==> src/rtl/sync_pwm_pkg.sv <==
package sync_pwm_pkg;
  localparam int unsigned ADDR_W = 3;

  typedef enum logic [ADDR_W-1:0] {
    SEL_CTRL   = 3'd0,
    SEL_PERIOD = 3'd1,
    SEL_PSC    = 3'd2,
    SEL_DELAY  = 3'd3,
    SEL_COUNT  = 3'd4,
    SEL_ON     = 3'd5,
    SEL_OFF    = 3'd6
  } reg_sel_e;
endpackage

==> src/rtl/sync_pwm_regs.sv <==
module sync_pwm_regs
  import sync_pwm_pkg::*;
#(
  parameter int unsigned CNT_W = 16,
  parameter int unsigned PSC_W = 16,
  parameter int unsigned DLY_W = 16
) (
  input  logic              clk_i,
  input  logic              rst_ni,
  input  logic              wr_en_i,
  input  logic [ADDR_W-1:0] wr_addr_i,
  input  logic [CNT_W-1:0]  wr_data_i,
  input  logic              trans_en_i,
  input  logic              restart_i,
  output logic              run_o,
  output logic              run_next_o,
  output logic [CNT_W-1:0]  period_o,
  output logic [PSC_W-1:0]  psc_o,
  output logic [DLY_W-1:0]  dly_next_o,
  output logic [CNT_W-1:0]  load_o,
  output logic [CNT_W-1:0]  on_o,
  output logic [CNT_W-1:0]  off_o,
  output logic              apply_o
);
  logic             sh_run, run_q;
  logic [CNT_W-1:0] sh_prd, prd_q;
  logic [PSC_W-1:0] sh_psc, psc_q;
  logic [DLY_W-1:0] sh_dly, dly_q;
  logic [CNT_W-1:0] sh_cnt;
  logic [CNT_W-1:0] sh_on, on_q;
  logic [CNT_W-1:0] sh_off, off_q;
  logic             pend_q;

  // staged copy: written only by the bus side
  always_ff @(posedge clk_i or negedge rst_ni) begin
    if (!rst_ni) begin
      sh_run <= 1'b0;
      sh_prd <= '0;
      sh_psc <= '0;
      sh_dly <= '0;
      sh_cnt <= '0;
      sh_on  <= '0;
      sh_off <= '0;
    end else if (wr_en_i) begin
      unique case (reg_sel_e'(wr_addr_i))
        SEL_CTRL:   sh_run <= wr_data_i[0];
        SEL_PERIOD: sh_prd <= wr_data_i;
        SEL_PSC:    sh_psc <= wr_data_i[PSC_W-1:0];
        SEL_DELAY:  sh_dly <= wr_data_i[DLY_W-1:0];
        SEL_COUNT:  sh_cnt <= wr_data_i;
        SEL_ON:     sh_on  <= wr_data_i;
        SEL_OFF:    sh_off <= wr_data_i;
        default:    ;
      endcase
    end
  end

  // a stopped counter takes the staged copy at once
  assign apply_o = pend_q && (restart_i || !run_q);

  always_ff @(posedge clk_i or negedge rst_ni) begin
    if (!rst_ni) begin
      pend_q <= 1'b0;
      run_q  <= 1'b0;
      prd_q  <= '0;
      psc_q  <= '0;
      dly_q  <= '0;
      on_q   <= '0;
      off_q  <= '0;
    end else begin
      if (trans_en_i)   pend_q <= 1'b1;
      else if (apply_o) pend_q <= 1'b0;
      if (apply_o) begin
        run_q <= sh_run;
        prd_q <= sh_prd;
        psc_q <= sh_psc;
        dly_q <= sh_dly;
        on_q  <= sh_on;
        off_q <= sh_off;
      end
    end
  end

  assign run_o      = run_q;
  assign run_next_o = apply_o ? sh_run : run_q;
  assign period_o   = prd_q;
  assign psc_o      = psc_q;
  assign dly_next_o = apply_o ? sh_dly : dly_q;
  assign load_o     = sh_cnt;
  assign on_o       = on_q;
  assign off_o      = off_q;

  p_pend_clear_r6: assert property (@(posedge clk_i) disable iff (!rst_ni)
    (apply_o && !trans_en_i) |=> !pend_q);
  p_active_hold_r5: assert property (@(posedge clk_i) disable iff (!rst_ni)
    !apply_o |=> $stable({run_q, prd_q, psc_q, dly_q, on_q, off_q}));
endmodule

==> src/rtl/sync_pwm_timebase.sv <==
module sync_pwm_timebase #(
  parameter int unsigned CNT_W = 16,
  parameter int unsigned PSC_W = 16
) (
  input  logic             clk_i,
  input  logic             rst_ni,
  input  logic             run_i,
  input  logic [CNT_W-1:0] period_i,
  input  logic [PSC_W-1:0] psc_i,
  input  logic [CNT_W-1:0] on_i,
  input  logic [CNT_W-1:0] off_i,
  input  logic [CNT_W-1:0] load_i,
  input  logic             apply_i,
  input  logic             sync_i,
  output logic             restart_o,
  output logic [CNT_W-1:0] cnt_o,
  output logic             pwm_o
);
  logic [CNT_W-1:0] cnt_q;
  logic [PSC_W-1:0] psc_q;
  logic             pwm_q;
  logic             tick;

  assign tick      = (psc_q == psc_i);
  assign restart_o = run_i && ((tick && cnt_q == period_i) || sync_i);

  always_ff @(posedge clk_i or negedge rst_ni) begin
    if (!rst_ni) begin
      cnt_q <= '0;
      psc_q <= '0;
    end else if (restart_o || apply_i) begin
      cnt_q <= apply_i ? load_i : '0;
      psc_q <= '0;
    end else if (run_i) begin
      if (tick) begin
        cnt_q <= cnt_q + 1'b1;
        psc_q <= '0;
      end else begin
        psc_q <= psc_q + 1'b1;
      end
    end
  end

  // output level tracks the count one cycle behind
  always_ff @(posedge clk_i or negedge rst_ni) begin
    if (!rst_ni)                 pwm_q <= 1'b0;
    else if (!run_i)             pwm_q <= 1'b0;
    else if (on_i == off_i)      pwm_q <= 1'b0;
    else if (cnt_q == on_i)      pwm_q <= 1'b1;
    else if (cnt_q == off_i)     pwm_q <= 1'b0;
  end

  assign cnt_o = cnt_q;
  assign pwm_o = pwm_q;

  p_wrap_r1: assert property (@(posedge clk_i) disable iff (!rst_ni)
    (run_i && tick && cnt_q == period_i && !apply_i) |=> cnt_q == '0);
  p_stop_low_r4: assert property (@(posedge clk_i) disable iff (!rst_ni)
    !run_i |=> !pwm_o);
  p_equal_low_r3: assert property (@(posedge clk_i) disable iff (!rst_ni)
    (run_i && on_i == off_i) |=> !pwm_o);
  p_sync_restart_r10: assert property (@(posedge clk_i) disable iff (!rst_ni)
    (sync_i && run_i && !apply_i) |=> cnt_q == '0);
endmodule

==> src/rtl/sync_pwm_delay.sv <==
module sync_pwm_delay #(
  parameter int unsigned DLY_W = 16
) (
  input  logic             clk_i,
  input  logic             rst_ni,
  input  logic             event_i,
  input  logic             xfer_i,
  input  logic [DLY_W-1:0] dly_i,
  output logic             sync_o,
  output logic             xfer_o
);
  logic [DLY_W-1:0] dcnt_q;
  logic             armed_q, xpend_q, sync_q, xfer_q;

  // a new event drops any pulse still waiting
  always_ff @(posedge clk_i or negedge rst_ni) begin
    if (!rst_ni) begin
      dcnt_q  <= '0;
      armed_q <= 1'b0;
      xpend_q <= 1'b0;
      sync_q  <= 1'b0;
      xfer_q  <= 1'b0;
    end else if (event_i) begin
      if (dly_i == '0) begin
        sync_q  <= 1'b1;
        xfer_q  <= xfer_i;
        armed_q <= 1'b0;
      end else begin
        sync_q  <= 1'b0;
        xfer_q  <= 1'b0;
        dcnt_q  <= dly_i;
        xpend_q <= xfer_i;
        armed_q <= 1'b1;
      end
    end else if (armed_q && dcnt_q == 1) begin
      sync_q  <= 1'b1;
      xfer_q  <= xpend_q;
      armed_q <= 1'b0;
    end else begin
      sync_q <= 1'b0;
      xfer_q <= 1'b0;
      if (armed_q) dcnt_q <= dcnt_q - 1'b1;
    end
  end

  assign sync_o = sync_q;
  assign xfer_o = xfer_q;

  p_xfer_with_sync_r8: assert property (@(posedge clk_i) disable iff (!rst_ni)
    xfer_o |-> sync_o);
  p_zero_delay_r7: assert property (@(posedge clk_i) disable iff (!rst_ni)
    (event_i && dly_i == '0) |=> sync_o);
  p_delay_fire_r9: assert property (@(posedge clk_i) disable iff (!rst_ni)
    (armed_q && dcnt_q == 1 && !event_i) |=> sync_o);
endmodule

==> src/rtl/sync_pwm.sv <==
module sync_pwm
  import sync_pwm_pkg::*;
#(
  parameter int unsigned CNT_W = 16,
  parameter int unsigned PSC_W = 16,
  parameter int unsigned DLY_W = 16
) (
  input  logic              clk_i,
  input  logic              rst_ni,
  input  logic              wr_en_i,
  input  logic [ADDR_W-1:0] wr_addr_i,
  input  logic [CNT_W-1:0]  wr_data_i,
  input  logic              trans_en_i,
  input  logic              sync_i,
  output logic              pwm_o,
  output logic [CNT_W-1:0]  cnt_o,
  output logic              sync_o,
  output logic              trans_en_o
);
  logic             run, run_next, apply, restart, start_evt;
  logic [CNT_W-1:0] period, load, on_pt, off_pt;
  logic [PSC_W-1:0] psc;
  logic [DLY_W-1:0] dly_next;

  sync_pwm_regs #(.CNT_W(CNT_W), .PSC_W(PSC_W), .DLY_W(DLY_W)) u_regs (
    .clk_i, .rst_ni, .wr_en_i, .wr_addr_i, .wr_data_i, .trans_en_i,
    .restart_i(restart), .run_o(run), .run_next_o(run_next),
    .period_o(period), .psc_o(psc), .dly_next_o(dly_next), .load_o(load),
    .on_o(on_pt), .off_o(off_pt), .apply_o(apply)
  );

  sync_pwm_timebase #(.CNT_W(CNT_W), .PSC_W(PSC_W)) u_tb (
    .clk_i, .rst_ni, .run_i(run), .period_i(period), .psc_i(psc),
    .on_i(on_pt), .off_i(off_pt), .load_i(load), .apply_i(apply),
    .sync_i, .restart_o(restart), .cnt_o, .pwm_o
  );

  // first start out of the stopped state counts as a start
  assign start_evt = apply && !run && run_next;

  sync_pwm_delay #(.DLY_W(DLY_W)) u_dly (
    .clk_i, .rst_ni, .event_i(restart || start_evt), .xfer_i(apply),
    .dly_i(dly_next), .sync_o, .xfer_o(trans_en_o)
  );
endmodule

==> config.mk <==
export PLATFORM = sky130hd
export DESIGN_NAME = sync_pwm
export DESIGN_NICKNAME = d
export VERILOG_FILES = /design/src/rtl/sync_pwm_pkg.sv /design/src/rtl/sync_pwm_regs.sv /design/src/rtl/sync_pwm_timebase.sv /design/src/rtl/sync_pwm_delay.sv /design/src/rtl/sync_pwm.sv
export SDC_FILE = /design/constraint.sdc
export NUM_CORES = 1
export LEC_CHECK = 0
export ABC_AREA = 1
export BUFFER_PORTS_ARGS = -buffer_cell sky130_fd_sc_hd__buf_4
export CORE_MARGIN = 2
export CORE_UTILIZATION = 60
export DETAILED_ROUTE_END_ITERATION = 7
export GPL_TIMING_DRIVEN = 0
export HOLD_SLACK_MARGIN = 0.1
export PLACE_DENSITY = 0.84
export SETUP_SLACK_MARGIN = 0.4
export SLEW_MARGIN = 20
export SYNTH_ARGS = -nofsm -noshare
export SYNTH_HDL_FRONTEND = slang
export SYNTH_HIERARCHICAL = 1
export SYNTH_SLANG_ARGS = --single-unit
==> constraint.sdc <==
create_clock -name clk_i -period 4.3 [get_ports clk_i]
set_input_delay 0.43 -clock clk_i [delete_from_list [all_inputs] [get_ports clk_i]]
set_output_delay 0.43 -clock clk_i [all_outputs]
set_load 0.01 [all_outputs]
# Word-level counts from Yosys, hierarchy flattened
# Cells that the tools add are included.
# W data, S select, Z words.
word_totals:
  regBits: 232
  latch_bits: 0
  mem_bits_rw: 0
  rom_bits: 0
  input_bits: 24
  output_inout_bits: 19
  word_cells: 97
  n_memories: 0
op_classes:
  n_addsub: 3
  multipliers: 0
  div: 0
  n_lt_le_gt_ge: 0
  n_eq_ne: 15
  n_shift: 0
  n_mux: 28
  n_bitwise: 1
  n_reduce_logical: 28
op_table:
  columns: ["cell", "count"]
  rows:
  - ["$mux W16", 12]
  - ["$eq A16 B16 Y1", 5]
  - ["$add A16 B1 Y16 const B", 2]
  - ["$reduce_and A2 Y1", 9]
  - ["$eq A16 B1 Y1 const B", 1]
  - ["$logic_not A16 Y1", 1]
  - ["$mux W1", 16]
  - ["$sub A16 B1 Y16 const B", 1]
  - ["$reduce_bool A2 Y1", 5]
  - ["$eq A3 B3 Y1 const B", 3]
  - ["$eq A3 B2 Y1 const B", 2]
  - ["$logic_and A1 B1 Y1", 6]
  - ["$logic_or A1 B1 Y1", 4]
  - ["$ne A4 B1 Y1 const B", 1]
  - ["$eq A3 B1 Y1 const B", 1]
  - ["$logic_not A3 Y1", 1]
  - ["$reduce_and A3 Y1", 1]
  - ["$ne A2 B1 Y1 const B", 1]
  - ["$ne A2 B2 Y1 const B", 1]
  - ["$logic_not A1 Y1", 1]
  - ["$not A1 Y1", 1]

# Logic depth before layout (Yosys ltp)
# Gate-level depths: netlist of the first run.
logic_depth:
  word_depth: 11
  ltp_mapped: 29

# Modules after synthesis
# Netlist of the first run, hierarchy kept.
modules_own_cells:
  columns: ["mod", "instances", "cells_each", "area_per_inst_um2"]
  rows:
  - ["sync_pwm_regs", 1, 784, 7104.3]
  - ["sync_pwm_timebase", 1, 472, 3173.0]
  - ["sync_pwm_delay", 1, 237, 1488.9]
  - ["sync_pwm", 1, 4, 16.3]

# Worst setup path before layout of the first run
# OpenSTA, ideal clock, no wires.
synth_path:
  kind: "register -> register"
  startpoint: "reg u_tb.cnt_q[8] (netlist: u_tb/cnt_o[8])"
  endpoint: "reg u_tb.psc_q[15]"
  arrival_time_ns: 3.056
  setup_slack_ns: 1.126
  stages_incl_launch_ff: 25
  n_path_buf: 6
  synth_period_minus_slack_ns: 3.174
  path_cell_list: "dfrtp_1 buf_2 xnor2_1 nand2_1 nor2_1 nand2_1 nor2_1 nand2_1 nand2_1 nand2_2 buf_6 inv_1 inv_1 nand2_1 nand2_1 buf_2 inv_1 buf_2 clkinv_1 o211ai_4 nand2_4 inv_2 buf_6 buf_6 nor2_1"
synth_between:
  elab_chain_len: 8
  elab_cells_between_ends: 9
synth_rtl:
  columns: ["element", "line", "text"]
  rows:
  - ["start: declaration", "sync_pwm_timebase.sv:19", "logic [CNT_W-1:0] cnt_q;"]
  - ["start signal: assignment", "sync_pwm_timebase.sv:32", "cnt_q <= apply_i ? load_i : '0;"]
  - ["start signal: assignment", "sync_pwm_timebase.sv:36", "cnt_q <= cnt_q + 1'b1;"]
  - ["$eq A16 B16 Y1 (*)", "sync_pwm_timebase.sv:25", "assign restart_o = run_i && ((tick && cnt_q == period_i) || sync_i);"]
  - ["$logic_and A1 B1 Y1 (*)", "sync_pwm_timebase.sv:25", null]
  - ["$logic_or A1 B1 Y1 (*)", "sync_pwm_timebase.sv:25", null]
  - ["$logic_and A1 B1 Y1 (*)", "sync_pwm_timebase.sv:25", null]
  - ["named net restart", "sync_pwm.sv:20", "logic run, run_next, apply, restart, start_evt;"]
  - ["$logic_or A1 B1 Y1 (*)", "sync_pwm_regs.sv:59", "assign apply_o = pend_q && (restart_i || !run_q);"]
  - ["$logic_and A1 B1 Y1 (*)", "sync_pwm_regs.sv:59", null]
  - ["named net apply", "sync_pwm.sv:20", null]
  - ["$logic_or A1 B1 Y1 (*)", "sync_pwm_timebase.sv:31", "end else if (restart_o || apply_i) begin"]
  - ["$mux W16 or $reduce_bool A2 Y1 (tied branches)", null, null]
  - ["end signal: assignment", "sync_pwm_timebase.sv:39", "psc_q <= psc_q + 1'b1;"]
  - ["end: declaration", "sync_pwm_timebase.sv:20", "logic [PSC_W-1:0] psc_q;"]
# The timed path passes the listed nets; every way through them passes the cells marked *.
# A chain may end at the register's enable or synchronous reset.

# Final worst setup path of the first run
layout_path:
  startpoint: "reg u_tb.cnt_q[7] (netlist: u_tb/cnt_o[7])"
  endpoint: "reg u_tb.psc_q[12]"
# Same word-level chain as after synthesis.

==> results.yml, run 1 <==
floorplanning:
  dieArea_mm2: 0.0208
  rows: 51
  die_height_um: 144
  fp.dieW_um: 144
  ioPinCount: 43
  core-area_mm2: 0.0193
  start_util_pct: 60.9
sta:
  finalSetupTns_ns: 0
  rsz0062_at_grt: "yes"
  setup_viol: 0
  skew_ns: 0.0171
  relSlewSlack_pct: 61.1
  worstMarginPinSlew_ns: 0.582
  slew_viol_final: 0
  post-route-period-util_pct: 85.2
  final_hold_viol_count: 0
  min_period_ns: 3.67
  fmax_mhz: 273
synth:
  ys_ff_latch: 232
  ys_types: 39
  synthFlopType: "dfrtp_1"
  netlist_top_cells_area: "dfrtp_1 49%, nand2_1 21%, nand3_1 8.0%"
  synth_top_area_share_pct: 49.3
  async_reset_ff_share_pct: 100
  ys_warn_count: 6
  synthCells: 1497
  yosysTopAreaCell: "dfrtp_1"
  syn_area_per_cell_um2: 7.87
  syn_nets: 1525
  yosys-top-cells-count: "660 x nand2_1, 232 x dfrtp_1, 188 x nand3_1"
  netlist_area_mm2: 0.0118
  synth_most_common_cell: "nand2_1"
  synth-edff-count: 0
  synth_seq_area_share_pct: 49.3
power:
  p_clk_share_pct: 23.3
  power.share.switching_pct: 40.2
  power.density_mw_per_mm2: 703
  switchingPower_mw: 3.79
  seq_power_share_pct: 37.2
  static-leakage-power_nw: 7.09
  irDropWorstVdd_v: 0.000466
  pwr-share-comb_pct: 39.6
  intPower_mw: 5.65
  finalPower_mw: 9.44
grt:
  grt_first_pass_wirelength_mm: 48.3
  gr-usage-met2_pct: 48.5
  grt_use_met1_pct: 40.1
  grt_busiest_layer: "met2"
  grt_usage_pct: 29.5
  use_met3_pct: 5.86
  grt_pass1_vias: 9533
  grt_max_degree: 105
  antenna_found_initial: 0
  grt_overflow_total: 0
clock_tree:
  tritoncts: "yes"
  insertion_delay_ns: 0.53
  clk_path_buf_depth: 3
  clock-sinks: 232
  cts.clk_slew.worst_paths_ns: 0.06
  htree_levels: 1
  cts_root_buf: "clkbuf_16"
  cts_made_buffers: 25
placed_design:
  gp_congestion: 0.903
  dp_cells: 1806
  dp_hpwl_mm: 20.8
  post_dp_cell_area_mm2: 0.0125
  io_buffer_count: 42
finish:
  finalInstanceArea_mm2: 0.0134
  regArea_mm2: 0.00581
  n_antenna_cell: 0
  nets: 1602
  drive_above_1_share_pct: 12.8
  final_core_util_pct: 69.4
  fillerInstances: 1514
  multiInputGateArea_mm2: 0.00523
  stdcell_count: 1856
  synthToLayoutAreaGrowth_pct: 14.0
setup_path:
  path_max_fanout: 10
  crit_required_ns: 4.75
  crit_arrival_ns: 4.12
  crit_type: "flop to flop"
  cp-start-kind: "flop"
  crit_path_end_kind: "flop"
detailed_routing:
  ant_nets: 0
  drtIter0Drc: 1066
  drt-total-wl_mm: 30.1
  vias_per_cell: 5.50
  wire_per_inst_um: 16.2
  vias: 10203
  first_pass_iters: 6
  drc: 0
run_status:
  outcome: "finished, final reports clean"
flow_run:
  max_cap_viol_count: 0
min_path:
  hold_class: "primary input to flop"
==> layer usage <==
metal | share of wire, % | up-vias
li1 | - | 4836
met5 | 0 | -
met1 | 42 | 4883
met4 | 2.4 | 0
met3 | 8.2 | 56
met2 | 47 | 428
==> worst max-delay path, stage by stage (launching register included) <==
cell and delay (ns):
dfrtp_1 0.37, buf_2 0.19, xnor2_1 0.22, nand2_1 0.08, nor2_1 0.12, nand2_1 0.06
nor2_1 0.13, nand2_1 0.07, nand2_1 0.07, nand2_2 0.11, buf_6 0.20, inv_2 0.10
inv_1 0.10, nand2_4 0.11, nand2_4 0.13, buf_4 0.20, inv_2 0.12, buf_4 0.18
nor2_2 0.09, inv_2 0.10, nand4_1 0.18, nor3_4 0.29, nand4_1 0.13, xor2_1 0.16
nor2_1 0.10
==> final timing paths <==
path	cells after the start	startpoint	slack, ns	endpoint
worst min-delay path	3	wr_data_i[15]	0.18	u_regs/sh_dly[15]
worst min register to register	2	u_regs/sh_psc[7]	0.47	u_regs/sh_psc[7]
min in group asynchronous	2	rst_ni	0.35	u_regs/on_o[10]
max in group asynchronous	3	rst_ni	3.15	u_dly/armed_q
worst max-delay path	24	u_tb/cnt_o[7]	0.63	u_tb/psc_q[12]
worst max register to register	24	u_tb/cnt_o[7]	0.63	u_tb/psc_q[12]
==> final cells by class <==
cell class                 instances  area share, %
buffer                            73           3.39
sequential                       232           43.2
multi-input combinational       1107           38.9
inverter                          85           2.42
clock buffer                      30           5.10
tap                              265           2.47
timing repair buffer              50           3.19
clock inverter                    14           1.25
==> stage by stage <==
step	hold WS, ns	setup slack (ns)
4_1_cts	0.165	0.449
3_5_place_dp	0.316	-0.0699
6_report	0.178	0.634
3_3_place_gp	0.453	0.00212
5_1_grt	0.187	0.370
2_1_floorplan	0.134	1.13
==> logic make-up after synthesis <==
group,Yosys count,synth area share (%)
AO/OA/AOI/OAI,29,1.67
flip-flops,232,49.3
AND/OR/NAND/NOR,984,35.4
adder cells (fa/ha/maj),4,0.425
XOR/XNOR,90,6.69
buffers and inverters,158,6.53
==> cell usage in the layout, fill, tap and decap left out, drive strengths merged, types with 2 or more instances in the layout <==
cell / synthesis / routed
nand2: 671 / 671
dfrtp: 232 / 232
nand3: 189 / 189
buf: 50 / 98
inv: 82 / 83
nor2: 81 / 81
xnor2: 63 / 63
clkbuf: 23 / 53
xor2: 27 / 27
o21ai: 17 / 17
nand4: 15 / 15
nor3: 11 / 11
or2: 10 / 10
clkinv: 3 / 10
a21oi: 5 / 5
ha: 4 / 4
nor4: 4 / 4
clkinvlp: 0 / 3
bufinv: 0 / 3
dlygate4sd3: 0 / 2
o22ai: 2 / 2
o2111ai: 2 / 2
o211ai: 2 / 2
==> power by group through the flow <==
stage | sequential (mW) | combinational (mW) | clock [mW]
6_report | 3.51 | 3.74 | 2.20
2_1_floorplan | 3.35 | 2.71 | 0
3_3_place_gp | 3.47 | 3.47 | 0
3_5_place_dp | 3.50 | 3.61 | 0
5_1_grt | 3.58 | 4.16 | 2.32
4_1_cts | 3.49 | 3.66 | 2.23
==> what timing repair did <==
| item | in CTS | in global routing |
|---|---|---|
| pin swaps | 0 | 1 |
| gates resized for setup | 5 | 15 |
| hold endpoints to repair | 33 | 0 |
| setup buffers | 0 | 4 |
| setup endpoints to repair | 51 | 48 |
| hold buffers | 2 | 0 |
Note: power is estimated with default switching activity, not from simulation.
==> run 2: changes to the inputs <==
- ABC_AREA: 1 -> 0
- CORE_UTILIZATION: 60 -> 48
- PLACE_DENSITY: 0.84 -> 0.7
==> run 2 against run 1 <==
Effect of this change: die area increased by 14%; clock skew is essentially flat; critical path depth down 9; critical endpoint is now u_dly/xpend_q; maximum frequency is 2.2% lower; clock power fell by 7%; first-iteration DRC count fell by 57%; flip-flop and latch count did not move; sequential power about the same.
==> results.yml, run 2 <==
synth:
  yosys-top-cells-count: "232 x dfrtp_1, 179 x mux2_2, 50 x xnor2_1"
  ys_warn_count: 6
  netlist_top_cells_area: "dfrtp_1 54%, mux2_2 19%, xnor2_1 4.0%"
  yosysTopAreaCell: "dfrtp_1"
  synth-edff-count: 0
  synth_seq_area_share_pct: 53.6
  async_reset_ff_share_pct: 100
  ys_ff_latch: 232
  ys_types: 65
  synth_most_common_cell: "dfrtp_1"
  synthCells: 872
  syn_nets: 900
  synthFlopType: "dfrtp_1"
  syn_area_per_cell_um2: 12.4
  synth_top_area_share_pct: 53.6
  netlist_area_mm2: 0.0108
sta:
  setup_slack_ns: 0.554
  skew_ns: 0.0167
  final_hold_viol_count: 0
  post-route-period-util_pct: 87.1
  slew_viol_final: 0
  finalSetupTns_ns: 0
  setup_viol: 0
  fmax_mhz: 267
  min_period_ns: 3.75
  relSlewSlack_pct: 54.7
  worstMarginPinSlew_ns: 0.679
  rsz0062_at_grt: "no"
  timing.hold.ws_ns: 0.130
detailed_routing:
  ant_nets: 0
  vias_per_cell: 5.77
  drc: 0
  vias: 7200
  first_pass_iters: 5
  drtIter0Drc: 455
  wire_per_inst_um: 20.6
  drt-total-wl_mm: 25.7
grt:
  antenna_found_initial: 0
  grt_first_pass_wirelength_mm: 40.6
  grt_max_degree: 99
  grt_usage_pct: 22.0
  grt_pass1_vias: 7104
  grt_overflow_total: 0
finish:
  stdcell_count: 1248
  regArea_mm2: 0.00581
  mostFrequentLayoutCells: "232 x dfrtp_1, 179 x mux2_2, 50 x xnor2_1"
  final_core_util_pct: 57.1
  n_antenna_cell: 0
  drive_above_1_share_pct: 35.7
  multiInputGateArea_mm2: 0.00482
  synthToLayoutAreaGrowth_pct: 15.9
  fillerInstances: 1802
  nets: 979
  final_common_cell: "dfrtp_1"
  finalInstanceArea_mm2: 0.0125
clock_tree:
  insertion_delay_ns: 0.52
  tritoncts: "yes"
  cts.clk_slew.worst_paths_ns: 0.06
  clock-sinks: 232
  cts_root_buf: "clkbuf_16"
  clk_path_buf_depth: 3
  cts_made_buffers: 25
  htree_levels: 1
placed_design:
  gp_congestion: 0.892
  post_dp_cell_area_mm2: 0.0115
  dp_cells: 1194
  place_ws_ns: -0.634
  io_buffer_count: 40
  dp_hpwl_mm: 17.4
power:
  static-leakage-power_nw: 5.38
  power.density_mw_per_mm2: 711
  finalPower_mw: 8.92
  irDropWorstVdd_v: 0.000273
setup_path:
  cp-start-kind: "flop"
  reg2reg_depth: 15
  slowest_delay_ns: 0.38
  crit_path_end_kind: "flop"
  crit_type: "flop to flop"
  path_max_fanout: 10
  crit_cells: 15
  crit_required_ns: 4.69
  path_buf_inv: 4
  crit_arrival_ns: 4.14
  cp_slowest_cell: "dfrtp_1"
  path_cells: "buf_2, xnor2_1, nand4_1, nor4_4, a21oi_2, nor2b_4, nand2b_4, nand2_4, buf_6, mux2_2, nor4_4, a41o_2, buf_4, buf_4, mux2_2"
  crit_family: "simple AND/OR/NAND/NOR gates"
floorplanning:
  die_height_um: 154
  fp.dieW_um: 154
  start_util_pct: 49.3
  rows: 54
  dieArea_mm2: 0.0238
  core-area_mm2: 0.0220
  ioPinCount: 43
min_path:
  hold_class: "primary input to flop"
  holdPathStages: 2
run_status:
  outcome: "finished, final reports clean"
flow_run:
  max_cap_viol_count: 0
==> run 2: changes by cell type after synthesis, sizes merged, moves of 10 or more <==
cell,before,now
xnor2,63,51
nand3,189,24
a21oi,5,27
nand2,671,42
mux2,0,179
xor2,27,37
clkbuf,23,13
inv,82,14
nor4,4,20
nor2,81,32
buf,50,36
==> run 2: path summary, 6_finish.rpt <==
| kind | from | endpoint | slack, ns |
|---|---|---|---|
| max | u_tb/cnt_o[8] | u_dly/xpend_q | 0.55 |
| min | trans_en_i | u_regs/pend_q | 0.13 |
| max reg2reg | u_tb/cnt_o[8] | u_dly/xpend_q | 0.55 |
| min reg2reg | u_dly/xpend_q | u_dly/xfer_o | 0.47 |
| max in group asynchronous | rst_ni | u_regs/sh_psc[9] | 2.69 |
| min in group asynchronous | rst_ni | u_regs/off_o[14] | 0.42 |
==> run 2: final cells by class <==
class,count,share of cell area [%]
inverters,14,0.449
multi-input cells,577,38.4
flip-flops and latches,232,46.3
repair buffers,52,3.51
clock buffers,28,5.24
well taps,280,2.79
clock inverters,16,1.04
plain buffers,49,2.29
==> run 2: kinds of logic (layout without fill, tap and decap cells) <==
kind of cell	after synthesis	after routing	share of synthesized area, %
buffers and inverters	63	159	2.88
adders and majority gates	4	4	0.462
xor gates and xnor gates	88	88	7.19
AOI/OAI and AO/OA	102	102	6.29
and+or+nand+nor	203	203	10.9
muxes	180	180	18.7
DFF	232	232	53.6
==> run 2: where the power goes <==
part	internal (mW)	switching, mW	total [mW]
clock network	1.17	0.876	2.04
logic	1.62	1.73	3.35
registers	2.95	0.587	3.53
total	5.73	3.19	8.92
==> run 2: timing repair <==
item / in CTS / in global routing
endpoints found under the hold margin: 56 / 0
hold buffers: 1 / 0
resized for setup: 20 / 14
pin swaps: 5 / 7
endpoints found under the setup margin: 52 / 45
setup buffers: 6 / 3
==> run 2: worst reg2reg max path: stages (launching register included) <==
cell and delay [ns]:
dfrtp_1 0.38, buf_2 0.19, xnor2_1 0.22, nand4_1 0.19, nor4_4 0.37, a21oi_2 0.12
nor2b_4 0.17, nand2b_4 0.17, nand2_4 0.11, buf_6 0.18, mux2_2 0.33, nor4_4 0.35
a41o_2 0.26, buf_4 0.11, buf_4 0.14, mux2_2 0.33
==> run 2: routing by layer <==
layer	track usage [%]	share of wire, %	vias up
li1	-	-	3307
met1	32.3	46	3652
met2	34.1	46	198
met3	3.50	5.2	43
met4	6.05	2.7	0
met5	0	0	-
==> run 3: changes to the inputs <==
- GPL_TIMING_DRIVEN: 0 -> 1
==> run 3 against run 2 <==
Effect of this change: critical path depth down 2; clock power is 2% lower; largest cell class unchanged; critical endpoint is now u_tb/cnt_o[2]; flip-flop and latch count did not move.
==> results.yml, run 3 (synthesized netlist as in run 2, its figures left out) <==
setup_path:
  path_max_fanout: 13
  path_buf_inv: 2
  slowest_delay_ns: 0.95
  cp_slowest_cell: "a21oi_1"
  path_cells: "xnor2_2, nand4_1, nor4_4, a21oi_1, nor2b_1, nand2b_4, nand2_4, buf_4, clkinvlp_4, or2_2, a21oi_1, a32oi_1, o22ai_1"
  crit_path_end_kind: "flop"
  crit_type: "flop to flop"
  crit_arrival_ns: 4.15
  cp-start-kind: "flop"
  crit_family: "compound AO/OA/AOI/OAI gates"
  cp_common_cell: "a21oi_1"
  crit_required_ns: 4.72
grt:
  grt_overflow_total: 0
  grt_usage_pct: 21.0
  grt_max_degree: 103
  antenna_found_initial: 0
  grt_pass1_vias: 6898
  grt_first_pass_wirelength_mm: 39.2
finish:
  final_common_cell: "dfrtp_1"
  finalInstanceArea_mm2: 0.0124
  drive_above_1_share_pct: 34.4
  mostFrequentLayoutCells: "232 x dfrtp_1, 179 x mux2_2, 72 x buf_4"
  synthToLayoutAreaGrowth_pct: 14.2
  nets: 954
  final_core_util_pct: 56.3
  n_antenna_cell: 0
power:
  power.density_mw_per_mm2: 711
  irDropWorstVdd_v: 0.000315
  static-leakage-power_nw: 5.29
floorplanning:
  ioPinCount: 43
  rows: 54
  start_util_pct: 49.3
  dieArea_mm2: 0.0238
  core-area_mm2: 0.0220
  fp.dieW_um: 154
  die_height_um: 154
placed_design:
  dp_hpwl_mm: 16.6
  post_dp_cell_area_mm2: 0.0114
  place_ws_ns: 0.362
  gp_congestion: 0.867
  io_buffer_count: 42
clock_tree:
  cts_root_buf: "clkbuf_16"
  clock-sinks: 232
  tritoncts: "yes"
  clk_path_buf_depth: 3
  htree_levels: 1
  cts.clk_slew.worst_paths_ns: 0.06
  insertion_delay_ns: 0.52
  cts_made_buffers: 25
detailed_routing:
  drc: 0
  vias_per_cell: 5.72
  vias: 6997
  drt-total-wl_mm: 25.0
  first_pass_iters: 5
  ant_nets: 0
  drtIter0Drc: 549
  wire_per_inst_um: 20.4
sta:
  setup_viol: 0
  skew_ns: 0.0213
  post-route-period-util_pct: 86.7
  timing.hold.ws_ns: 0.145
  rsz0062_at_grt: "yes"
  final_hold_viol_count: 0
  finalSetupTns_ns: 0
  setup_slack_ns: 0.570
  relSlewSlack_pct: 19.8
  min_period_ns: 3.73
  fmax_mhz: 268
  worstMarginPinSlew_ns: 1.20
  slew_viol_final: 0
flow_run:
  max_cap_viol_count: 0
min_path:
  hold_class: "primary input to flop"
run_status:
  outcome: "finished, final reports clean"
==> run 3: final timing paths <==
check,from,depth (start not counted),end,slack (ns)
worst min register to register,u_regs/sh_psc[6],1,u_regs/psc_o[6],0.50
worst max-delay path,u_tb/psc_q[6],13,u_tb/cnt_o[2],0.57
max in group asynchronous,rst_ni,3,u_tb/cnt_o[11],2.76
min in group asynchronous,rst_ni,2,u_regs/off_o[7],0.48
worst max register to register,u_tb/psc_q[6],13,u_tb/cnt_o[2],0.57
worst min-delay path,trans_en_i,2,u_regs/pend_q,0.15
==> run 3: worst reg2reg max path, stage by stage (launching register included) <==
cell and delay [ns]:
dfrtp_1 0.47, xnor2_2 0.17, nand4_1 0.15, nor4_4 0.07, a21oi_1 0.13, nor2b_1 0.08, nand2b_4 0.16, nand2_4 0.16
buf_4 0.23, clkinvlp_4 0.15, or2_2 0.41, a21oi_1 0.96, a32oi_1 0.23, o22ai_1 0.28
==> run 3: report_power, final <==
group          internal, mW  switching (mW)
combinational          1.62            1.63
sequential             2.95           0.594
clock                  1.14           0.863
total                  5.71            3.09
==> run 3: layout make-up <==
| type | instances | area, µm² |
|---|---|---|
| fillers | 1815 | 9590 |
| flip-flops and latches | 232 | 5810 |
| multi-input cells | 577 | 4780 |
| clock buffers | 33 | 696 |
| repair buffers | 76 | 606 |
| well taps | 280 | 350 |
| clock inverters | 12 | 75.1 |
| inverters | 14 | 56.3 |
==> run 3: metal layers <==
metal,wire length (µm),track usage (%),part of all wire [%],vias to the layer above
met5,0,0,0,-
met4,414,4.45,1.7,0
met3,998,3.05,4.0,32
met2,11600,33.5,47,161
met1,11900,30.9,48,3563
li1,-,-,-,3241
==> run 3: metrics by stage <==
stage / power [mW] / instances
after floorplan: 5.74 / 872
after global placement: 6.60 / 1170
after detailed placement: 6.67 / 1170
after CTS: 8.71 / 1216
after global routing: 9.32 / 1224
final: 8.80 / 1224
==> run 3: repair_timing <==
action                                 4_1_cts  5_1_grt
buffers inserted                             0        8
hold buffers                                 1        0
endpoints found under the hold margin       86        0
gates resized for setup                      1       11
setup endpoints to repair                    2       17
pin swaps                                    1        4
